**src/rtl/iova_walk_pkg.sv**
```systemverilog
package iova_walk_pkg;
  localparam int unsigned VA_W   = 32;
  localparam int unsigned PA_W   = 40;
  localparam int unsigned VPN_W  = 20;
  localparam int unsigned OFF_W  = 12;
  localparam int unsigned IDX_W  = 10;
  localparam logic [31:0] DTE_BASE_MASK = 32'hFFFF_FFC0;

  typedef enum logic [2:0] {
    CAUSE_NONE = 3'd0,
    CAUSE_DIR  = 3'd1,
    CAUSE_LEAF = 3'd2,
    CAUSE_PERM = 3'd3,
    CAUSE_ROOT = 3'd4
  } cause_e;

  typedef enum logic [2:0] {
    ST_IDLE, ST_LOOK, ST_DIR_REQ, ST_DIR_WAIT, ST_PT_REQ, ST_PT_WAIT
  } walk_st_e;

  // leaf bits 11:4 hold physical bits 39:32
  function automatic logic [PA_W-1:0] leaf_to_pa(input logic [31:0] leaf,
                                                 input logic [OFF_W-1:0] off);
    return {leaf[11:4], leaf[31:12], off};
  endfunction
endpackage

```
**src/rtl/leaf_cache.sv**
```systemverilog
module leaf_cache #(
  parameter int unsigned ENTRIES = 4,
  parameter int unsigned TAG_W   = 20,
  parameter int unsigned DATA_W  = 32
) (
  input  logic              clk_i,
  input  logic              rst_ni,
  input  logic              flush_i,
  input  logic [TAG_W-1:0]  look_tag_i,
  output logic              hit_o,
  output logic [DATA_W-1:0] hit_data_o,
  input  logic              fill_i,
  input  logic [TAG_W-1:0]  fill_tag_i,
  input  logic [DATA_W-1:0] fill_data_i
);
  localparam int unsigned PTR_W = (ENTRIES > 1) ? $clog2(ENTRIES) : 1;

  logic [ENTRIES-1:0]  valid_q;
  logic [TAG_W-1:0]    tag_q  [ENTRIES];
  logic [DATA_W-1:0]   data_q [ENTRIES];
  logic [ENTRIES-1:0]  match;
  logic [PTR_W-1:0]    ptr_q;

  for (genvar g = 0; g < ENTRIES; g++) begin : g_ent
    assign match[g] = valid_q[g] && (tag_q[g] == look_tag_i);

    always_ff @(posedge clk_i or negedge rst_ni) begin
      if (!rst_ni) begin
        valid_q[g] <= 1'b0;
        tag_q[g]   <= '0;
        data_q[g]  <= '0;
      end else if (flush_i) begin
        valid_q[g] <= 1'b0;
      end else if (fill_i && (ptr_q == PTR_W'(g))) begin
        valid_q[g] <= 1'b1;
        tag_q[g]   <= fill_tag_i;
        data_q[g]  <= fill_data_i;
      end
    end
  end

  always_comb begin
    hit_data_o = '0;
    for (int i = 0; i < ENTRIES; i++)
      if (match[i]) hit_data_o = hit_data_o | data_q[i];
  end
  assign hit_o = |match;

  always_ff @(posedge clk_i or negedge rst_ni) begin
    if (!rst_ni)
      ptr_q <= '0;
    else if (fill_i && !flush_i)
      ptr_q <= (ptr_q == PTR_W'(ENTRIES - 1)) ? '0 : ptr_q + 1'b1;
  end


  flush_clear_chk: assert property (@(posedge clk_i) disable iff (!rst_ni)
    flush_i |=> (valid_q == '0));

  single_hit_chk: assert property (@(posedge clk_i) disable iff (!rst_ni)
    $onehot0(match));
endmodule

```
**src/rtl/walk_fsm.sv**
```systemverilog
module walk_fsm
  import iova_walk_pkg::*;
(
  input  logic             clk_i,
  input  logic             rst_ni,
  input  logic [31:0]      root_ptr_i,
  input  logic             req_valid_i,
  output logic             req_ready_o,
  input  logic [VA_W-1:0]  req_iova_i,
  input  logic             req_write_i,
  output logic             rsp_valid_o,
  output logic             rsp_fault_o,
  output logic [2:0]       rsp_cause_o,
  output logic [PA_W-1:0]  rsp_pa_o,
  output logic [VA_W-1:0]  rsp_iova_o,
  output logic             mem_req_valid_o,
  input  logic             mem_req_ready_i,
  output logic [31:0]      mem_addr_o,
  input  logic             mem_rsp_valid_i,
  input  logic [31:0]      mem_rsp_data_i,
  output logic [VPN_W-1:0] look_tag_o,
  input  logic             hit_i,
  input  logic [31:0]      hit_leaf_i,
  output logic             fill_o,
  output logic [VPN_W-1:0] fill_tag_o,
  output logic [31:0]      fill_leaf_o
);
  walk_st_e          st_q;
  logic [VA_W-1:0]   iova_q;
  logic              wr_q;
  logic [31:0]       root_q;
  logic [31:0]       pt_base_q;
  logic              rsp_valid_q, rsp_fault_q;
  cause_e            rsp_cause_q;
  logic [PA_W-1:0]   rsp_pa_q;
  logic [31:0]       dir_addr, pt_addr;
  logic              accept;

  assign accept      = req_valid_i && req_ready_o;
  assign req_ready_o = (st_q == ST_IDLE);
  assign dir_addr    = {root_q[31:10], 10'b0} + {20'b0, iova_q[31:22], 2'b00};
  assign pt_addr     = pt_base_q + {20'b0, iova_q[21:12], 2'b00};
  assign mem_req_valid_o = (st_q == ST_DIR_REQ) || (st_q == ST_PT_REQ);
  assign mem_addr_o  = (st_q == ST_PT_REQ) ? pt_addr : dir_addr;
  assign look_tag_o  = iova_q[VA_W-1:OFF_W];
  assign fill_o      = (st_q == ST_PT_WAIT) && mem_rsp_valid_i && mem_rsp_data_i[0];
  assign fill_tag_o  = iova_q[VA_W-1:OFF_W];
  assign fill_leaf_o = mem_rsp_data_i;

  assign rsp_valid_o = rsp_valid_q;
  assign rsp_fault_o = rsp_fault_q;
  assign rsp_cause_o = rsp_cause_q;
  assign rsp_pa_o    = rsp_pa_q;
  assign rsp_iova_o  = iova_q;

  always_ff @(posedge clk_i or negedge rst_ni) begin
    if (!rst_ni) begin
      st_q        <= ST_IDLE;
      iova_q      <= '0;
      wr_q        <= 1'b0;
      root_q      <= '0;
      pt_base_q   <= '0;
      rsp_valid_q <= 1'b0;
      rsp_fault_q <= 1'b0;
      rsp_cause_q <= CAUSE_NONE;
      rsp_pa_q    <= '0;
    end else begin
      rsp_valid_q <= 1'b0;
      unique case (st_q)
        ST_IDLE: if (accept) begin
          iova_q <= req_iova_i;
          wr_q   <= req_write_i;
          root_q <= root_ptr_i;
          st_q   <= ST_LOOK;
        end
        ST_LOOK: begin
          if (root_q[9:0] != 10'd0) begin
            rsp_valid_q <= 1'b1; rsp_fault_q <= 1'b1;
            rsp_cause_q <= CAUSE_ROOT; rsp_pa_q <= '0;
            st_q <= ST_IDLE;
          end else if (hit_i) begin
            rsp_valid_q <= 1'b1;
            st_q <= ST_IDLE;
            if (wr_q && !hit_leaf_i[2]) begin
              rsp_fault_q <= 1'b1; rsp_cause_q <= CAUSE_PERM; rsp_pa_q <= '0;
            end else begin
              rsp_fault_q <= 1'b0; rsp_cause_q <= CAUSE_NONE;
              rsp_pa_q <= leaf_to_pa(hit_leaf_i, iova_q[OFF_W-1:0]);
            end
          end else begin
            st_q <= ST_DIR_REQ;
          end
        end
        ST_DIR_REQ: if (mem_req_ready_i) st_q <= ST_DIR_WAIT;
        ST_DIR_WAIT: if (mem_rsp_valid_i) begin
          if (!mem_rsp_data_i[0]) begin
            rsp_valid_q <= 1'b1; rsp_fault_q <= 1'b1;
            rsp_cause_q <= CAUSE_DIR; rsp_pa_q <= '0;
            st_q <= ST_IDLE;
          end else begin
            pt_base_q <= mem_rsp_data_i & DTE_BASE_MASK;
            st_q <= ST_PT_REQ;
          end
        end
        ST_PT_REQ: if (mem_req_ready_i) st_q <= ST_PT_WAIT;
        ST_PT_WAIT: if (mem_rsp_valid_i) begin
          rsp_valid_q <= 1'b1;
          st_q <= ST_IDLE;
          if (!mem_rsp_data_i[0]) begin
            rsp_fault_q <= 1'b1; rsp_cause_q <= CAUSE_LEAF; rsp_pa_q <= '0;
          end else if (wr_q && !mem_rsp_data_i[2]) begin
            rsp_fault_q <= 1'b1; rsp_cause_q <= CAUSE_PERM; rsp_pa_q <= '0;
          end else begin
            rsp_fault_q <= 1'b0; rsp_cause_q <= CAUSE_NONE;
            rsp_pa_q <= leaf_to_pa(mem_rsp_data_i, iova_q[OFF_W-1:0]);
          end
        end
        default: st_q <= ST_IDLE;
      endcase
    end
  end


  mem_hold_chk: assert property (@(posedge clk_i) disable iff (!rst_ni)
    (mem_req_valid_o && !mem_req_ready_i) |=> (mem_req_valid_o && $stable(mem_addr_o)));

  busy_chk: assert property (@(posedge clk_i) disable iff (!rst_ni)
    accept |=> !req_ready_o);

  rsp_pulse_chk: assert property (@(posedge clk_i) disable iff (!rst_ni)
    rsp_valid_o |=> !rsp_valid_o);

  fault_pa_chk: assert property (@(posedge clk_i) disable iff (!rst_ni)
    (rsp_valid_o && rsp_fault_o) |-> (rsp_pa_o == '0 && rsp_cause_o != CAUSE_NONE));

  ok_offset_chk: assert property (@(posedge clk_i) disable iff (!rst_ni)
    (rsp_valid_o && !rsp_fault_o) |-> (rsp_cause_o == CAUSE_NONE &&
                                       rsp_pa_o[OFF_W-1:0] == rsp_iova_o[OFF_W-1:0]));

  root_nomem_chk: assert property (@(posedge clk_i) disable iff (!rst_ni)
    (mem_req_valid_o) |-> (root_q[9:0] == 10'd0));
endmodule

```
**src/rtl/iova_walker.sv**
```systemverilog
module iova_walker
  import iova_walk_pkg::*;
#(
  parameter int unsigned CACHE_ENTRIES = 4
) (
  input  logic        clk_i,
  input  logic        rst_ni,
  input  logic [31:0] root_ptr_i,
  input  logic        flush_i,
  input  logic        req_valid_i,
  output logic        req_ready_o,
  input  logic [31:0] req_iova_i,
  input  logic        req_write_i,
  output logic        rsp_valid_o,
  output logic        rsp_fault_o,
  output logic [2:0]  rsp_cause_o,
  output logic [39:0] rsp_pa_o,
  output logic [31:0] rsp_iova_o,
  output logic        mem_req_valid_o,
  input  logic        mem_req_ready_i,
  output logic [31:0] mem_addr_o,
  input  logic        mem_rsp_valid_i,
  input  logic [31:0] mem_rsp_data_i
);
  logic [VPN_W-1:0] look_tag, fill_tag;
  logic             hit, fill;
  logic [31:0]      hit_leaf, fill_leaf;

  walk_fsm u_walk (
    .clk_i, .rst_ni, .root_ptr_i,
    .req_valid_i, .req_ready_o, .req_iova_i, .req_write_i,
    .rsp_valid_o, .rsp_fault_o, .rsp_cause_o, .rsp_pa_o, .rsp_iova_o,
    .mem_req_valid_o, .mem_req_ready_i, .mem_addr_o,
    .mem_rsp_valid_i, .mem_rsp_data_i,
    .look_tag_o(look_tag), .hit_i(hit), .hit_leaf_i(hit_leaf),
    .fill_o(fill), .fill_tag_o(fill_tag), .fill_leaf_o(fill_leaf)
  );

  leaf_cache #(.ENTRIES(CACHE_ENTRIES), .TAG_W(VPN_W), .DATA_W(32)) u_cache (
    .clk_i, .rst_ni, .flush_i,
    .look_tag_i(look_tag), .hit_o(hit), .hit_data_o(hit_leaf),
    .fill_i(fill), .fill_tag_i(fill_tag), .fill_data_i(fill_leaf)
  );
endmodule

```
**config.mk**
```make
export PLATFORM = sky130hd
export DESIGN_NAME = iova_walker
export DESIGN_NICKNAME = d
export VERILOG_FILES = /design/src/rtl/iova_walk_pkg.sv /design/src/rtl/leaf_cache.sv /design/src/rtl/walk_fsm.sv /design/src/rtl/iova_walker.sv
export SDC_FILE = /design/constraint.sdc
export NUM_CORES = 1
export LEC_CHECK = 0
export BUFFER_PORTS_ARGS = -buffer_cell sky130_fd_sc_hd__buf_2
export CORE_ASPECT_RATIO = 2
export CORE_MARGIN = 3
export CORE_UTILIZATION = 26
export DETAILED_ROUTE_END_ITERATION = 12
export GPL_TIMING_DRIVEN = 0
export HOLD_SLACK_MARGIN = 0.12
export REMOVE_ABC_BUFFERS = 1
export SETUP_SLACK_MARGIN = 0.2
export SLEW_MARGIN = 20
export SYNTH_ARGS = -nofsm -noshare
export SYNTH_HDL_FRONTEND = slang
export SYNTH_SLANG_ARGS = --single-unit
```
**constraint.sdc**
```tcl
create_clock -name clk_i -period 4.6 [get_ports clk_i]
set_input_delay 0.23 -clock clk_i [delete_from_list [all_inputs] [get_ports clk_i]]
set_output_delay 0.23 -clock clk_i [all_outputs]
set_load 0.005 [all_outputs]
```
==> impl_summary.txt <==
----------------------------------------------------
[STA]
  Setup Skew ... 18.21 ps
  Final count of negative-setup-slack endpoints ... 0
  Final Slew Violations ... 0
  Post-route setup slack ... approximately 420 ps
  RSZ-0062 raised after global routing ... no
  Transition time at the pin with the least slew margin ... roughly 1300 ps
  Maximum frequency from static timing analysis ... roughly 240 MHz
  Post-layout min period ... between 4000 and 5000 ps
  Final Hold Viols ... 0
  Final period util ... about nine tenths
  Total Negative Setup Slacks ... 0 ps
  Worst relative slew slack ... approximately 16%

[Drt]
  Routed Wire Length ... about 57 mm
  Met3 wire len ... between 3 and 4 mm
  DRC errors left ... 0
  Detailed route wirelength on metal2 ... 28.82 mm
  Highest routed metal layer ... met5
  WL per Instance ... 20.98 um
  Number of antenna-violating nets in the routed design ... 0
  Number of search-and-repair iterations in the first detailed-routing pass ... 5
  DR iter-0 viols ... 1,051
  Met1 Routed Length ... between 20 and 25 mm
  Number of vias in the routed layout ... 13,730
  Vias per cell ... 5.066

[Yosys]
  Proportion of synthesized chip area in sequential cells ... 49.31%
  Yosys reg bits ... between 300 and 400
  Synthesized area divided by synthesized cell count ... around 11 um2
  Number of enable-type register cells in the synthesized netlist ... 0
  Post-Syn Area ... ~0.017 mm2
  Share of synthesized flip-flops with an asynchronous set or reset ... between 90% and 100%
  Post-synth top flop ... dfrtp_1
  Total of warnings raised by yosys ... 0
  Count of different cell masters after synthesis ... 54
  Gate Count Post-Synth ... around 1,500

[Clock tree]
  Clock Sink Count ... 341
  Root buffer cell ... clkbuf_16
  Post-CTS setup buffer count ... 0
  Clock latency reported for the late side of the worst-skew pair ... 550 ps
  Maximum level of the CTS H-tree ... 2
  Clock transition at path regs ... ~60 ps
  Maximum number of buffers from clock root to sink ... 3
  Clock buffer count from CTS ... 38
  CTS tree ... built

[Finish]
  Count of filler cells inserted in the layout ... between 6,000 and 7,000
  Area used by sequential logic in the layout ... 0.008537 mm2
  Final cell count without fillers ... around 2,700
  Most common cell after layout, fill and taps aside ... dfrtp_1
  Layout area overhead ... 27.26%
  Fraction of final layout cells with drive strength greater than 1 ... between 30% and 40%
  Most frequent cells in the layout ... dfrtp_1 (338), mux2_2 (276), buf_2 (216), nand2_1 (127), dlygate4sd3_1 (99)
  Final nets ... 1,920
  Multi-input combinational cell area ... 0.008253 mm2

[Floorplanning]
  Initial standard-cell utilization of the core ... 26.26%
  Vertical die dimension ... 370.9 um
  Core Region ... between 0.06 and 0.07 mm2
  Row Count ... about 130
  I/O pin cnt ... 214
  Die Footprint ... between 0.06 and 0.07 mm2
  Die Wd ... 188.4 um

[Setup path]
  List of cells traversed by the critical path ... xnor2_1 -> nand4_1 -> nor4_4 -> buf_8 -> buf_6 -> a22oi_2 -> nand4b_1 -> buf_6 -> a21o_4 -> mux2_2
  Largest fanout on the critical path ... 45
  Worst path required time ... 5030 ps
  Dominant cell type by count on the critical path ... buf_6
  Element type at the critical path start ... flip-flop
  Slowest stage cell on the critical path ... nor4_4
  Highest cell delay on the worst timing path ... ~800 ps
  WS Path Type ... reg -> reg
  Crit path capture type ... flip-flop
  Arr. time, crit path ... 4610 ps

[Placed design]
  HPWL after detailed placement ... about 39 mm
  Cell total after placement ... approximately 2,500
  Number of port buffers ... ~210
  DP Worst Slack ... ~330 ps
  Placer's final routability congestion estimate ... a little under 0.8

[Power and ir drop]
  Leakage Power ... about 10 nW
  Pwr Density ... 397.2 mW/mm2
  Largest vdd supply drop ... about 280 uV

[Global routing]
  Global-route wire length before repair ... 86.35 mm
  Maximum number of pins on one net before global-route repair ... 93
  Final global-route overflow total ... 0
  Number of global-route vias before repair ... ~14,000
  Number of antenna violations at the first check in global routing ... 3
  Global-route usage over all layers ... about 16%

[Min path]
  Path class of the lowest-slack min-delay path ... in -> reg

[Status]
  Status ... finished, final reports clean

[Job]
  Max-capacitance violation count ... 0

----------------------------------------------------
worst max-delay path, delay by kind of cell (launching register included):
family                    cells  cell delay [ps]
DFF                           1              670
xor gates and xnor gates      1              190
AOI/OAI and AO/OA             2              660
and+or+nand+nor               3             1440
buffers and inverters         3              660
muxes                         1              410
area by class of cell:
type | instances | area share [%]
Clock buffer | 54 | 5.244
Inverter | 20 | 0.3409
Multi-Input combinational cell | 1049 | 37.47
Antenna cell | 2 | 0.02272
Sequential cell | 341 | 38.76
Tap cell | 877 | 4.982
Clock inverter | 15 | 0.8181
Timing Repair Buffer | 353 | 12.36
routing by layer:
layer  up-vias  track usage, %
li1       6101               -
met1      6945           18.10
met2       530           28.45
met3       156           2.865
met4         2           8.258
met5         -               0
cell usage after synthesis (all sizes together) (8+ instances only):
cell type / count / share of area [%]
nand4: 49 / 1.8
inv: 20 / 0.43
ha: 12 / 0.87
dfrtp: 341 / 49
o21ai: 69 / 2.0
and3: 77 / 2.8
clkbuf: 81 / 1.8
nor3: 36 / 1.1
nor2: 22 / 0.48
nand2: 133 / 2.9
nand3: 48 / 1.4
buf: 53 / 1.9
a31oi: 62 / 2.2
xnor2: 90 / 4.6
a21oi: 12 / 0.35
a32oi: 29 / 1.5
mux2: 285 / 19
xor2: 22 / 1.1
nor4: 8 / 0.57
a211oi: 34 / 1.5
final timing paths:
path / startpoint / to / slack, ps / cells past startpoint
max in group asynchronous: rst_ni / u_walk.rsp_iova_o[16] / 3000 / 5
worst max register to register: u_walk.rsp_iova_o[19] / u_walk.rsp_cause_o[2] / 420 / 10
worst min register to register: u_cache.data_q[125] / u_cache.data_q[125] / 500 / 1
min in group asynchronous: rst_ni / u_walk.root_q[29] / 270 / 3
worst min-delay path: mem_rsp_data_i[0] / u_walk.rsp_cause_o[1] / 200 / 5
worst max-delay path: u_walk.rsp_iova_o[19] / u_walk.rsp_cause_o[2] / 420 / 10
registers in the layout (all words and copies together), names as in the netlist, 4 cells and up:
| register | cells |
|---|---|
| u_cache.data_q | 116 |
| u_cache.tag_q | 80 |
| u_cache.valid_q | 4 |
| u_walk.pt_base_q | 26 |
| u_walk.root_q | 32 |
| u_walk.rsp_iova_o | 32 |
| u_walk.rsp_pa_o | 40 |
per-stage QoR:
step	area, um2	power [mW]	hold WS, ps	utilization, %
CTS	22010	8.902	153.0	33.39
finish	22020	8.747	203.6	33.42
floorplan	16680	4.535	-65.59	-
global route	22020	9.175	203.7	33.42
global placement	18820	5.331	440.3	28.56
detailed placement	19680	5.500	13.46	29.86
logic make-up (layout without fill, tap and decap cells):
kind of cell / count (synthesis) / in the layout / share of synthesized area [%]
simple gates: 406 / 406 / 12.33
flops: 341 / 341 / 49.31
mux: 290 / 290 / 19.03
compound gates: 225 / 225 / 8.474
buf+inv: 154 / 442 / 4.070
xor+xnor: 112 / 112 / 5.668
fa+ha+maj: 14 / 14 / 1.099
other cells: 1 / 4 / 0.02167
report_power, final:
part / leakage, nW / switching [mW] / internal [mW]
sequential: 4.52 / 0.437 / 3.32
combinational: 4.81 / 0.915 / 0.806
clock: 0.654 / 1.33 / 1.93
timing repair:
action,in CTS,in global routing
setup endpoints to repair,4,11
hold buffers,99,0
gates resized for setup,2,5
pin swaps,0,1
endpoints found under the hold margin,323,0
(Power assumes the default switching activity.)
